`src/rtl/omega_pkg.sv`:
```
package omega_pkg;

  // Perfect-shuffle position: rotate a width-aw index left by one bit.
  function automatic int shuffle_idx(int q, int aw);
    int m;
    m = (1 << aw) - 1;
    return ((q << 1) | (q >> (aw - 1))) & m;
  endfunction

endpackage

```
`src/rtl/omega_switch.sv`:
```
module omega_switch #(
  parameter int AW  = 3,
  parameter int W   = 16,
  parameter int SEL = 0
) (
  input  logic                  up_v,
  input  logic [AW-1:0]         up_dest,
  input  logic [W-1:0]          up_data,
  input  logic [AW-1:0]         up_src,
  input  logic                  lo_v,
  input  logic [AW-1:0]         lo_dest,
  input  logic [W-1:0]          lo_data,
  input  logic [AW-1:0]         lo_src,
  output logic [1:0]            o_v,
  output logic [1:0][AW-1:0]    o_dest,
  output logic [1:0][W-1:0]     o_data,
  output logic [1:0][AW-1:0]    o_src,
  output logic                  lo_drop
);

  logic ub, lb;
  assign ub = up_dest[SEL];
  assign lb = lo_dest[SEL];

  // The upper input is placed first; the lower input loses any clash.
  always_comb begin
    o_v     = '0;
    o_dest  = '0;
    o_data  = '0;
    o_src   = '0;
    lo_drop = 1'b0;
    if (up_v) begin
      o_v[ub]    = 1'b1;
      o_dest[ub] = up_dest;
      o_data[ub] = up_data;
      o_src[ub]  = up_src;
    end
    if (lo_v) begin
      if (up_v && (ub == lb)) begin
        lo_drop = 1'b1;
      end else begin
        o_v[lb]    = 1'b1;
        o_dest[lb] = lo_dest;
        o_data[lb] = lo_data;
        o_src[lb]  = lo_src;
      end
    end
  end

endmodule

```
`src/rtl/omega_stage.sv`:
```
module omega_stage
  import omega_pkg::*;
#(
  parameter int N     = 8,
  parameter int W     = 16,
  parameter int STAGE = 0,
  localparam int AW   = $clog2(N)
) (
  input  logic [N-1:0]          in_v,
  input  logic [N-1:0][AW-1:0]  in_dest,
  input  logic [N-1:0][W-1:0]   in_data,
  input  logic [N-1:0][AW-1:0]  in_src,
  output logic [N-1:0]          out_v,
  output logic [N-1:0][AW-1:0]  out_dest,
  output logic [N-1:0][W-1:0]   out_data,
  output logic [N-1:0][AW-1:0]  out_src,
  output logic [N-1:0]          kill
);

  localparam int HALF = N / 2;
  localparam int SEL  = AW - 1 - STAGE;

  logic [N-1:0]          sh_v;
  logic [N-1:0][AW-1:0]  sh_dest;
  logic [N-1:0][W-1:0]   sh_data;
  logic [N-1:0][AW-1:0]  sh_src;
  logic [HALF-1:0]       drop;

  // Fixed shuffle wiring in front of this column.
  for (genvar q = 0; q < N; q++) begin : g_shuf
    localparam int P = shuffle_idx(q, AW);
    assign sh_v[P]    = in_v[q];
    assign sh_dest[P] = in_dest[q];
    assign sh_data[P] = in_data[q];
    assign sh_src[P]  = in_src[q];
  end

  for (genvar j = 0; j < HALF; j++) begin : g_sw
    omega_switch #(.AW(AW), .W(W), .SEL(SEL)) u_sw (
      .up_v    (sh_v[2*j]),
      .up_dest (sh_dest[2*j]),
      .up_data (sh_data[2*j]),
      .up_src  (sh_src[2*j]),
      .lo_v    (sh_v[2*j+1]),
      .lo_dest (sh_dest[2*j+1]),
      .lo_data (sh_data[2*j+1]),
      .lo_src  (sh_src[2*j+1]),
      .o_v     (out_v[2*j+1:2*j]),
      .o_dest  (out_dest[2*j+1:2*j]),
      .o_data  (out_data[2*j+1:2*j]),
      .o_src   (out_src[2*j+1:2*j]),
      .lo_drop (drop[j])
    );
  end

  // Map each dropped packet back to the source port it entered on.
  always_comb begin
    kill = '0;
    for (int j = 0; j < HALF; j++) begin
      if (drop[j]) kill[sh_src[2*j+1]] = 1'b1;
    end
  end

endmodule

```
`src/rtl/omega_net.sv`:
```
module omega_net #(
  parameter int N   = 8,
  parameter int W   = 16,
  localparam int AW = $clog2(N)
) (
  input  logic                  clk,
  input  logic                  rst,
  input  logic [N-1:0]          in_valid,
  input  logic [N-1:0][AW-1:0]  in_dest,
  input  logic [N-1:0][W-1:0]   in_data,
  output logic [N-1:0]          out_valid,
  output logic [N-1:0][W-1:0]   out_data,
  output logic [N-1:0]          out_blocked
);

  logic [N-1:0]          st_v    [AW+1];
  logic [N-1:0][AW-1:0]  st_dest [AW+1];
  logic [N-1:0][W-1:0]   st_data [AW+1];
  logic [N-1:0][AW-1:0]  st_src  [AW+1];
  logic [N-1:0]          st_kill [AW];
  logic [N-1:0]          blk_c;
  logic                  id_c;

  assign st_v[0]    = in_valid;
  assign st_dest[0] = in_dest;
  assign st_data[0] = in_data;
  for (genvar i = 0; i < N; i++) begin : g_tag
    assign st_src[0][i] = AW'(i);
  end

  for (genvar s = 0; s < AW; s++) begin : g_col
    omega_stage #(.N(N), .W(W), .STAGE(s)) u_stage (
      .in_v     (st_v[s]),
      .in_dest  (st_dest[s]),
      .in_data  (st_data[s]),
      .in_src   (st_src[s]),
      .out_v    (st_v[s+1]),
      .out_dest (st_dest[s+1]),
      .out_data (st_data[s+1]),
      .out_src  (st_src[s+1]),
      .kill     (st_kill[s])
    );
  end

  always_comb begin
    blk_c = '0;
    for (int s = 0; s < AW; s++) blk_c = blk_c | st_kill[s];
  end

  always_ff @(posedge clk) begin
    if (rst) begin
      out_valid   <= '0;
      out_data    <= '0;
      out_blocked <= '0;
    end else begin
      out_valid   <= st_v[AW];
      out_data    <= st_data[AW];
      out_blocked <= blk_c;
    end
  end

  // Identity pattern detector, used only by the check below.
  always_comb begin
    id_c = &in_valid;
    for (int i = 0; i < N; i++) begin
      if (in_dest[i] != AW'(i)) id_c = 1'b0;
    end
  end

  // Packets leaving the last column must sit on their addressed port,
  // and a delivered packet's source must not also be flagged.
  always_comb begin
    if (!rst) begin
      for (int k = 0; k < N; k++) begin
        if (st_v[AW][k]) begin
          assert_route_dest_R3: assert (st_dest[AW][k] == AW'(k))
            else $error("packet on port %0d carries dest %0d", k, st_dest[AW][k]);
          assert_winner_clear_R3: assert (!blk_c[st_src[AW][k]])
            else $error("delivered source %0d also flagged", st_src[AW][k]);
        end
      end
    end
  end

  assert_reset_clear_R1: assert property (@(posedge clk) disable iff (rst)
    $past(rst) |-> (out_valid == '0 && out_blocked == '0));

  assert_conserve_R8: assert property (@(posedge clk) disable iff (rst)
    !$past(rst) |-> (($countones(out_valid) + $countones(out_blocked))
                     == $past($countones(in_valid))));

  assert_idle_quiet_R7: assert property (@(posedge clk) disable iff (rst)
    (!$past(rst) && $past(in_valid) == '0) |-> (out_valid == '0 && out_blocked == '0));

  assert_flag_needs_valid_R7: assert property (@(posedge clk) disable iff (rst)
    !$past(rst) |-> ((out_blocked & ~$past(in_valid)) == '0));

  assert_identity_free_R4: assert property (@(posedge clk) disable iff (rst)
    (!$past(rst) && $past(id_c)) |-> (out_blocked == '0 && out_valid == '1));

endmodule

```
`config.mk`:
```
export PLATFORM = sky130hd
export DESIGN_NAME = omega_net
export DESIGN_NICKNAME = d
export VERILOG_FILES = /design/src/rtl/omega_pkg.sv /design/src/rtl/omega_switch.sv /design/src/rtl/omega_stage.sv /design/src/rtl/omega_net.sv
export SDC_FILE = /design/constraint.sdc
export NUM_CORES = 1
export LEC_CHECK = 0
export ABC_AREA = 1
export ABC_CLOCK_PERIOD_IN_PS = 2400
export CAP_MARGIN = 0
export CORE_MARGIN = 8
export CORE_UTILIZATION = 30
export CTS_BUF_LIST = sky130_fd_sc_hd__clkbuf_16
export CTS_CLUSTER_DIAMETER = 40
export DETAILED_ROUTE_END_ITERATION = 16
export GPL_TIMING_DRIVEN = 0
export MAX_ROUTING_LAYER = met4
export PLACE_DENSITY = 0.53
export SYNTH_ARGS = -nofsm -noshare
export SYNTH_HDL_FRONTEND = slang
export SYNTH_SLANG_ARGS = --single-unit
```
`constraint.sdc`:
```
create_clock -name clk -period 2.4 [get_ports clk]
set_input_delay 0.48 -clock clk [delete_from_list [all_inputs] [get_ports clk]]
set_output_delay 0.48 -clock clk [all_outputs]
set_load 0.01 [all_outputs]
```
Word level (Yosys, flattened, before mapping)
Cells that the tools add are included.

Register bits: 144. Input port bits: 162. Output and inout bits: 144. Word-level logic and storage cells: 492.

Bitwise logic cells: 49. Order comparisons: 64. Reduce and logical (&&, ||, !) cells: 44. Eq/ne operators: 12. Muxes and demuxes: 313.

Operators by type and width (number): 2-to-1 mux 32 bit (36); AND 32 bit (12); bitwise mux 32 bit (12); demux 16 bit (select 1 bit) (24); 2-to-1 mux 16 bit (24); 2-to-1 mux 6 bit (29); 2-to-1 mux 2 bit (36); 2-to-1 mux 8 bit (9); bitwise OR 8 bit (8); AND 6 bit (10); bitwise mux 6 bit (10); 2-to-1 mux 1 bit (56); demux 3 bit (select 1 bit) (16); < comparator 1 x 2 -> 1 bit (second input constant) (24); 2-to-1 mux 3 bit (16); logical AND 1 bit (44); 2-to-1 mux 4 bit (9); < comparator 3 x 4 -> 1 bit (second input constant) (8); demux 1 bit (select 1 bit) (24); demux 1 bit (select 3 bit) (8); greater-or-equal comparator 1 bit (second input constant) (24); greater-or-equal comparator 3 x 1 -> 1 bit (second input constant) (8); bitwise OR 2 bit (12); 2-to-1 mux 5 bit (3); 6 further kinds (20).

Depth between registers and ports, before layout
Gate-level depths: netlist of the first run.

Depth after elaboration: 30. Depth in mapped cells: 17. Depth with buffers taken out: 17.

Cells and area by module
From an unflattened synthesis of the first run, not the netlist that was laid out.

Cells, all modules: 2560. Area total of the unflattened synthesis: 13340.3 sq um.

Modules (own cells, without submodules): omega_switch at g_col[1].u_stage.g_sw[0].u_sw ... (cells an instance 156, times used 8, seq. area each 0.0 sq um, area each 681.9 sq um); omega_net (cells an instance 458, times used 1, seq. area each 2882.8 sq um, area each 4135.2 sq um); omega_switch at g_col[0].u_stage.g_sw[0].u_sw ... (cells an instance 156, times used 4, seq. area each 0.0 sq um, area each 676.9 sq um); omega_stage at g_col[0].u_stage ... (cells an instance 75, times used 2, seq. area each 0.0 sq um, area each 345.3 sq um); omega_stage at g_col[2].u_stage (cells an instance 80, times used 1, seq. area each 0.0 sq um, area each 351.6 sq um).

Least setup slack after synthesis of the first run
OpenSTA, ideal clock, no wires.

Kind: input -> register. Start point: input in_dest[8] (netlist name). End point: register out_data[31] (netlist name). Slack: 444 ps. Data required time: 2284 ps. Stages on the path: 12. Data arrival time: 1839 ps. Buffers on the path: 2. Cells stage by stage: inv_1 -> nand2_1 -> buf_4 -> or2_1 -> o21ai_1 -> nand3_2 -> inv_2 -> nor2_8 -> nor2_4 -> inv_2 -> buf_6 -> o211a_1.

Longest elaborated chain between the ends: 25.

RTL lines: from (decl) (RTL line omega_net.sv:9) `input logic [N-1:0][AW-1:0] in_dest,`; < comparator 1 x 2 -> 1 bit (not written as such) / greater-or-equal comparator 1 bit (equally long branches) (RTL line omega_switch.sv:33, omega_switch.sv:34, omega_switch.sv:35); logical AND 1 bit (not written as such) (RTL line omega_switch.sv:33, omega_switch.sv:34, omega_switch.sv:35); 2-to-1 mux 3 bit (not written as such) (RTL line omega_switch.sv:34) `o_dest[ub] = up_dest;`; demux 3 bit (select 1 bit) (RTL line omega_switch.sv:34); AND 6 bit (no line); 2-to-1 mux 6 bit (RTL line omega_switch.sv:32) `if (up_v) begin`; bitwise mux 6 bit (RTL line omega_switch.sv:43) `o_dest[lb] = lo_dest;`; 2-to-1 mux 6 bit (RTL line omega_switch.sv:39) `if (up_v && (ub == lb)) begin`; (+9 left out); logical AND 1 bit; 2-to-1 mux 16 bit (not written as such) (RTL line omega_switch.sv:35) `o_data[ub] = up_data;`; demux 16 bit (select 1 bit) (RTL line omega_switch.sv:35); AND 32 bit (no line); 2-to-1 mux 32 bit (RTL line omega_switch.sv:32); bitwise mux 32 bit (RTL line omega_switch.sv:44) `o_data[lb] = lo_data;`; 2-to-1 mux 32 bit (RTL line omega_switch.sv:39); 2-to-1 mux 32 bit * (RTL line omega_switch.sv:38) `if (lo_v) begin`; to (signal assigned) (RTL line omega_net.sv:57) `out_data <= st_data[AW];`; to (decl) (RTL line omega_net.sv:12) `output logic [N-1:0][W-1:0] out_data,`.

Every way passes the cells marked *; elsewhere a longest branch is shown, timed or not. A chain may end at the register's enable or synchronous reset.

Final worst setup path of the first run
Start point: input in_valid[0]. End point: register out_data[20] (netlist name).

Longest elaborated chain between the ends: 22.

RTL lines: from (decl) (RTL line omega_net.sv:8) `input logic [N-1:0] in_valid,`; 2-to-1 mux 6 bit (RTL line omega_switch.sv:32); bitwise mux 6 bit (RTL line omega_switch.sv:43); 2-to-1 mux 6 bit (RTL line omega_switch.sv:39); 2-to-1 mux 6 bit (RTL line omega_switch.sv:38); < comparator 1 x 2 -> 1 bit / greater-or-equal comparator 1 bit (equally long branches); logical AND 1 bit; 2-to-1 mux 3 bit (not written as such) (RTL line omega_switch.sv:34); demux 3 bit (select 1 bit) (RTL line omega_switch.sv:34); (+6 left out); logical AND 1 bit; 2-to-1 mux 16 bit (not written as such) (RTL line omega_switch.sv:35); demux 16 bit (select 1 bit) (RTL line omega_switch.sv:35); AND 32 bit (no line); 2-to-1 mux 32 bit (RTL line omega_switch.sv:32); bitwise mux 32 bit (RTL line omega_switch.sv:44); 2-to-1 mux 32 bit (RTL line omega_switch.sv:39); 2-to-1 mux 32 bit * (RTL line omega_switch.sv:38).

Marked as above.

==> results of run 1 <==
==> synth_stat cells (all sizes together), types with 2 or more instances <==
master / n
dfxtp: 144
nand3: 49
o21a: 2
nor3: 4
o211a: 5
o22ai: 33
o21ai: 238
inv: 170
a22o: 14
nand4: 9
a31oi: 9
a21oi: 113
clkbuf: 42
o221a: 19
nand2: 469
a211oi: 2
nor2: 62
o221ai: 14
or2: 6
buf: 35
==> repair_timing <==
item,CTS,global route
gates resized for setup,131,200
endpoints found under the setup margin,128,128
gates cloned,0,2
pin swaps,2,13
endpoints found under the hold margin,0,0
hold buffers,0,0
setup buffers,4,26
==> critical path, cell delays in order <==
cell and delay, ps:
clkdlybuf4s50_1 540, nand2_2 130, inv_4 140, nand2_4 90
nand3_4 190, nand2_2 120, buf_4 210, o221ai_2 270
nor2_1 70, o21ai_0 310, a21oi_1 90
==> cell families after synthesis <==
logic type	after synthesis	share of synthesized area (%)
other cells	1	0.0407
flops	144	31.3
xor+xnor	1	0.0950
compound gates	451	28.7
buf+inv	248	11.4
simple gates	601	28.5
==> stage by stage <==
stage	hold WS, ps	setup slack (ps)	TNS (ps)	cells
floorplan	643	444	0	1446
global placement	1170	-751	-78920	2146
detailed placement	1130	-739	-76620	2146
CTS	549	-150	-1270	2182
global route	524	-34.4	-138	2210
finish	517	60.7	0	2210
==> routing by layer <==
layer / global-route usage [%] / vias up
li1: - / 5526
met5: - / -
met2: 45.1 / 543
met1: 36.8 / 5609
met3: 3.63 / 67
met4: 7.34 / 0
==> registers in the layout, indices dropped and copies added, names as in the netlist <==
| name | count |
|---|---|
| out_blocked | 8 |
| out_valid | 8 |
| out_data | 128 |
==> cell type report <==
| type | instances | area (um2) |
|---|---|---|
| clock buffers | 17 | 425 |
| multi-input cells | 1055 | 5970 |
| clock inverters | 15 | 136 |
| plain buffers | 77 | 510 |
| repair buffers | 335 | 3310 |
| flip-flops and latches | 144 | 2880 |
| well taps | 396 | 495 |
| inverters | 171 | 673 |
| fillers | 3119 | 16000 |
==> power groups by stage <==
| stage | Combinational, mW | Sequential [mW] | Clock [mW] |
|---|---|---|---|
| after floorplan | 1.18 | 2.80 | 0 |
| after global placement | 2.64 | 2.70 | 0 |
| after detailed placement | 2.62 | 2.70 | 0 |
| after CTS | 2.72 | 2.65 | 2.62 |
| after global routing | 3.19 | 2.67 | 2.74 |
| final | 3.01 | 2.65 | 2.60 |
==> how the worst min path moves through the flow <==
stage | end | cells past startpoint | slack [ps] | startpoint
3_3_place_gp | out_valid[2]$_SDFF_PP0_ | 2 | 1170 | rst
3_5_place_dp | out_valid[2]$_SDFF_PP0_ | 2 | 1130 | rst
2_1_floorplan | out_blocked[4]$_SDFF_PP0_ | 2 | 640 | in_dest[14]
4_1_cts | out_blocked[4]$_SDFF_PP0_ | 3 | 550 | in_valid[4]
6_report | out_blocked[6]$_SDFF_PP0_ | 4 | 520 | in_dest[20]
5_1_grt | out_blocked[6]$_SDFF_PP0_ | 4 | 520 | in_dest[20]
==> metrics.md, run 1 <==
| Metric | Value |
|---|---|
| Status | complete, no violations |
| Peak supply drop | 421 uV |
| EDFF count, synth | 0 |
| Power, Total | 8.27 mW |
| Async S/R FF share, synth | 0% |
| Clk root buf | clkbuf_16 |
| Area leader, netlist | dfxtp_1 |
| Detail Route Antenna Nets | 0 |
| Crit path to | out_data[20]$_SDFF_PP0_ |
| Worst-case clock buffer depth | 2 |
| Worst Setup End Kind | flip-flop |
| # clock sinks | 144 |
| Worst Hold Class | primary input to flip-flop |
| Top post-synthesis cells by area | dfxtp_1 31%, nand2_1 18%, o21ai_0 10% |
| Gpl congestion | 0.979 |
| Mapped Nets | 1,608 |
| Leakage | 5.96 nW |
| Final Cell Area | 14,400 um2 |
| Worst EP arrival | 2650 ps |
| Initial antenna violation count | 0 |
| Commonest non-fill, non-tap cell in the layout | nand2_1 |
| GRT Overall Usage | 28.1% |
| Crit path max fanout | 10 |
| DR vias/cell | 5.31 |
| Ports | 306 |
| Dpl cell area | 12,800 um2 |
| Vias in the first global route | 11,300 |
| Ys Warns | 0 |
| Core area | 30,400 um2 |
| Sw frac | 36.6% |
| CP startpoint kind | primary input |
| Top cell type's share of synthesized area | 31.3% |
| Internal power | 5.24 mW |
| Yosys cell types | 50 |
| Wire per inst | 23.6 um |
| Most frequent cells in the layout | 428 x nand2_1, 294 x clkdlybuf4s50_1, 144 x dfxtp_1 |
| Slew @ Worst Pin | 1060 ps |
| PwrDens | 574 nW/um2 |
| Initial core utilization | 30.3% |
| Die ar. | 36,600 um2 |
| Port Buffers | 304 |
| Seq cells post-synth | 144 |
| Die height | 191 um |
| DRT Pass-1 Iters | 6 |
| Fin nets | 1,963 |
| Cell count after synthesis | 1,446 |
| Comb pwr share | 36.5% |
| DR vias | 11,700 |
| Iter 0 DRT Violations | 1,191 |
| Largest net degree at the start of global routing | 17 |
| Crit Path Category | primary input to flip-flop |
| GR Overflow Total | 0 |
| Routed WL | 52.2 mm |
| Layout area overhead | 56.2% |
| Met1 Wirelength | 23.6 mm |
| Most used flip-flop cell after synthesis | dfxtp_1 |
| Seq/Total Area, Yosys | 31.3% |
| Final period utilization | 97.5% |
| Final worst path period need | 2340 ps |
| CTS tree | yes |
| Post-DP HPWL | 42.8 mm |
| Rows | 64 |
| Reg clk slew, reported paths | 70 ps |
| TritonCTS buffer count | 17 |
| CTS H-tree lvls | 4 |
| Routed length on met2 | 24.4 mm |
| Top sig layer | met4 |
| Req. time, crit path | 2710 ps |
| WL met3 | 3.13 mm |
| Chip Width | 191 um |
| Max_cap viols | 0 |
| Slew HR | 29.1% |
| Clock Power Share | 31.5% |
| Reg power frac | 32.1% |
| DRC violations left | 0 |
| Cell Area, Synth | 9220 um2 |
| Worst setup path start | in_valid[0] |
| Average cell area after synthesis | 6.38 um2 |
| Final Core Density | 47.3% |
| # setup viols final | 0 |
| Fmax | 427 MHz |
| N_diodes | 0 |
| NetSw | 3.02 mW |
| Final hold vios | 0 |
| RSZ-0062 raised after global routing | yes |
| Fin. max-slew vios | 0 |
| First-pass GRT wire length | 74.1 mm |
| Share of cells above drive strength 1 | 18.9% |
(Power assumes the default switching activity.)
==> run 2: changes to the inputs <==
- CELL_PAD_IN_SITES_DETAIL_PLACEMENT: default -> 0
- CELL_PAD_IN_SITES_GLOBAL_PLACEMENT: default -> 1
- PLACE_DENSITY: 0.53 -> 0.75
==> metrics.md, run 2 (synthesis gave the netlist of run 1 again) <==
| Metric | Value |
|---|---|
| Status | complete, no violations |
| Wire per inst | 23.6 um |
| Hold wc startpoint | in_valid[6] |
| TritonCTS buffer count | 17 |
| Max_cap viols | 0 |
| Reg power frac | 32.1% |
| Internal power | 5.32 mW |
| DRC violations left | 0 |
| GR Overflow Total | 0 |
| Worst Hold Class | primary input to flip-flop |
| NetSw | 2.95 mW |
| RSZ-0062 raised after global routing | yes |
| Port Buffers | 304 |
| DRT Pass-1 Iters | 5 |
| Comb pwr share | 35.6% |
| Slew @ Worst Pin | 1130 ps |
| Min-Delay Path Depth | 5 |
| Clk root buf | clkbuf_16 |
| Leakage | 5.92 nW |
| Placed cell count | 2,146 |
| Initial antenna violation count | 2 |
| DR vias | 11,700 |
| # fillers | 3,207 |
| GRT Overall Usage | 28.0% |
| Gpl congestion | 0.990 |
| Finished Layout Cells | 2,214 |
| Share of cells above drive strength 1 | 17.1% |
| Iter 0 DRT Violations | 1,176 |
| Commonest non-fill, non-tap cell in the layout | nand2_1 |
| Power, Total | 8.26 mW |
| First-pass GRT wire length | 73.8 mm |
| Top flop regs | out_data: 128 flops, out_blocked: 8 flops, out_valid: 8 flops |
| Vias in the first global route | 11,200 |
| CP startpoint kind | primary input |
| # setup viols final | 0 |
| Fin. max-slew vios | 0 |
| CTS tree | yes |
| Fin nets | 1,966 |
| Rows | 64 |
| Chip Width | 191 um |
| Fmax | 421 MHz |
| Final period utilization | 99.1% |
| Sw frac | 35.6% |
| Req. time, crit path | 2740 ps |
| PwrDens | 581 nW/um2 |
| Worst Hold End | out_blocked[6]$_SDFF_PP0_ |
| Post-DP HPWL | 43.0 mm |
| Final hold vios | 0 |
| # clock sinks | 144 |
| Detail Route Antenna Nets | 0 |
| Worst-case clock buffer depth | 2 |
| Slew HR | 24.9% |
| Number of flip-flops in the largest register | 128 |
| Crit Path Category | primary input to flip-flop |
| Clock Power Share | 32.3% |
| Worst Setup End Kind | flip-flop |
| Final worst path period need | 2380 ps |
| Peak supply drop | 431 uV |
| CTS H-tree lvls | 4 |
| Reg clk slew, reported paths | 70 ps |
| Die height | 191 um |
| Crit path max fanout | 7 |
| Ports | 306 |
| Core area | 30,400 um2 |
| Die ar. | 36,600 um2 |
| Largest net degree at the start of global routing | 17 |
| Reg with most FFs | out_data |
| Worst EP arrival | 2720 ps |
| Initial core utilization | 30.3% |
| Layout area overhead | 54.2% |
| Routed WL | 52.2 mm |
| Most frequent cells in the layout | 425 x nand2_1, 295 x clkdlybuf4s50_1, 144 x dfxtp_1 |
| DR vias/cell | 5.30 |
==> run 2: worst max-delay path by stage <==
stage | startpoint | endpoint | slack, ps | depth (start not counted)
2_1_floorplan | in_dest[8] | out_data[31]$_SDFF_PP0_ | 440 | 12
3_3_place_gp | in_dest[14] | out_blocked[3]$_SDFF_PP0_ | -870 | 13
3_5_place_dp | in_dest[14] | out_blocked[3]$_SDFF_PP0_ | -810 | 13
4_1_cts | in_dest[5] | out_blocked[3]$_SDFF_PP0_ | -30 | 17
5_1_grt | in_dest[23] | out_blocked[3]$_SDFF_PP0_ | -70 | 15
6_report | in_valid[0] | out_data[15]$_SDFF_PP0_ | 20 | 7
==> run 2: per-stage QoR <==
stage	util [%]	hold WS, ps	TNS [ps]	worst slack [ps]	cell area, um2
CTS	44.9	542	-54.2	-32.5	13700
detailed placement	41.9	1110	-77160	-810	12800
global placement	41.9	1130	-79000	-870	12800
finish	46.7	524	0	22.5	14200
global route	46.7	588	-196	-72.7	14200
floorplan	-	643	0	444	9220
==> run 2: layout make-up <==
class / count / area (um2) / share of cell area (%)
inverters: 171 / 672 / 4.73
multi-input cells: 1054 / 5750 / 40.4
repair buffers: 339 / 3340 / 23.5
plain buffers: 77 / 493 / 3.47
diodes: 2 / 5.00 / 0.0352
well taps: 396 / 495 / 3.48
clock buffers: 17 / 425 / 2.99
clock inverters: 14 / 156 / 1.10
flip-flops and latches: 144 / 2880 / 20.3
==> run 2: layer usage <==
metal  routed length, um  GRT usage, %  vias to the layer above
li1                    -             -                     5522
met1               23700          37.0                     5600
met2               24100          44.4                      558
met3                3120          3.39                       57
met4                1320          8.17                        0
met5                   0             -                        -
==> run 2: power groups by stage <==
stage                     Clock [mW]  Sequential (mW)  Combinational, mW
after floorplan                    0             2.80               1.18
after CTS                       2.69             2.65               2.75
after detailed placement           0             2.70               2.63
final                           2.67             2.65               2.94
after global placement             0             2.70               2.65
after global routing            2.79             2.67               3.12
==> run 2: repair_timing <==
item,4_1_cts,5_1_grt
setup endpoints to repair,122,130
setup buffers,7,26
resized for setup,116,146
gates cloned,0,2
hold buffers,0,0
pin swaps,7,22
==> run 2: worst max-delay path: stages <==
cell,delay [ps]
clkdlybuf4s50_1,470
nand2_2,180
nand2_1,200
o21ai_0,640
o221ai_1,250
or2_2,320
a21oi_1,170
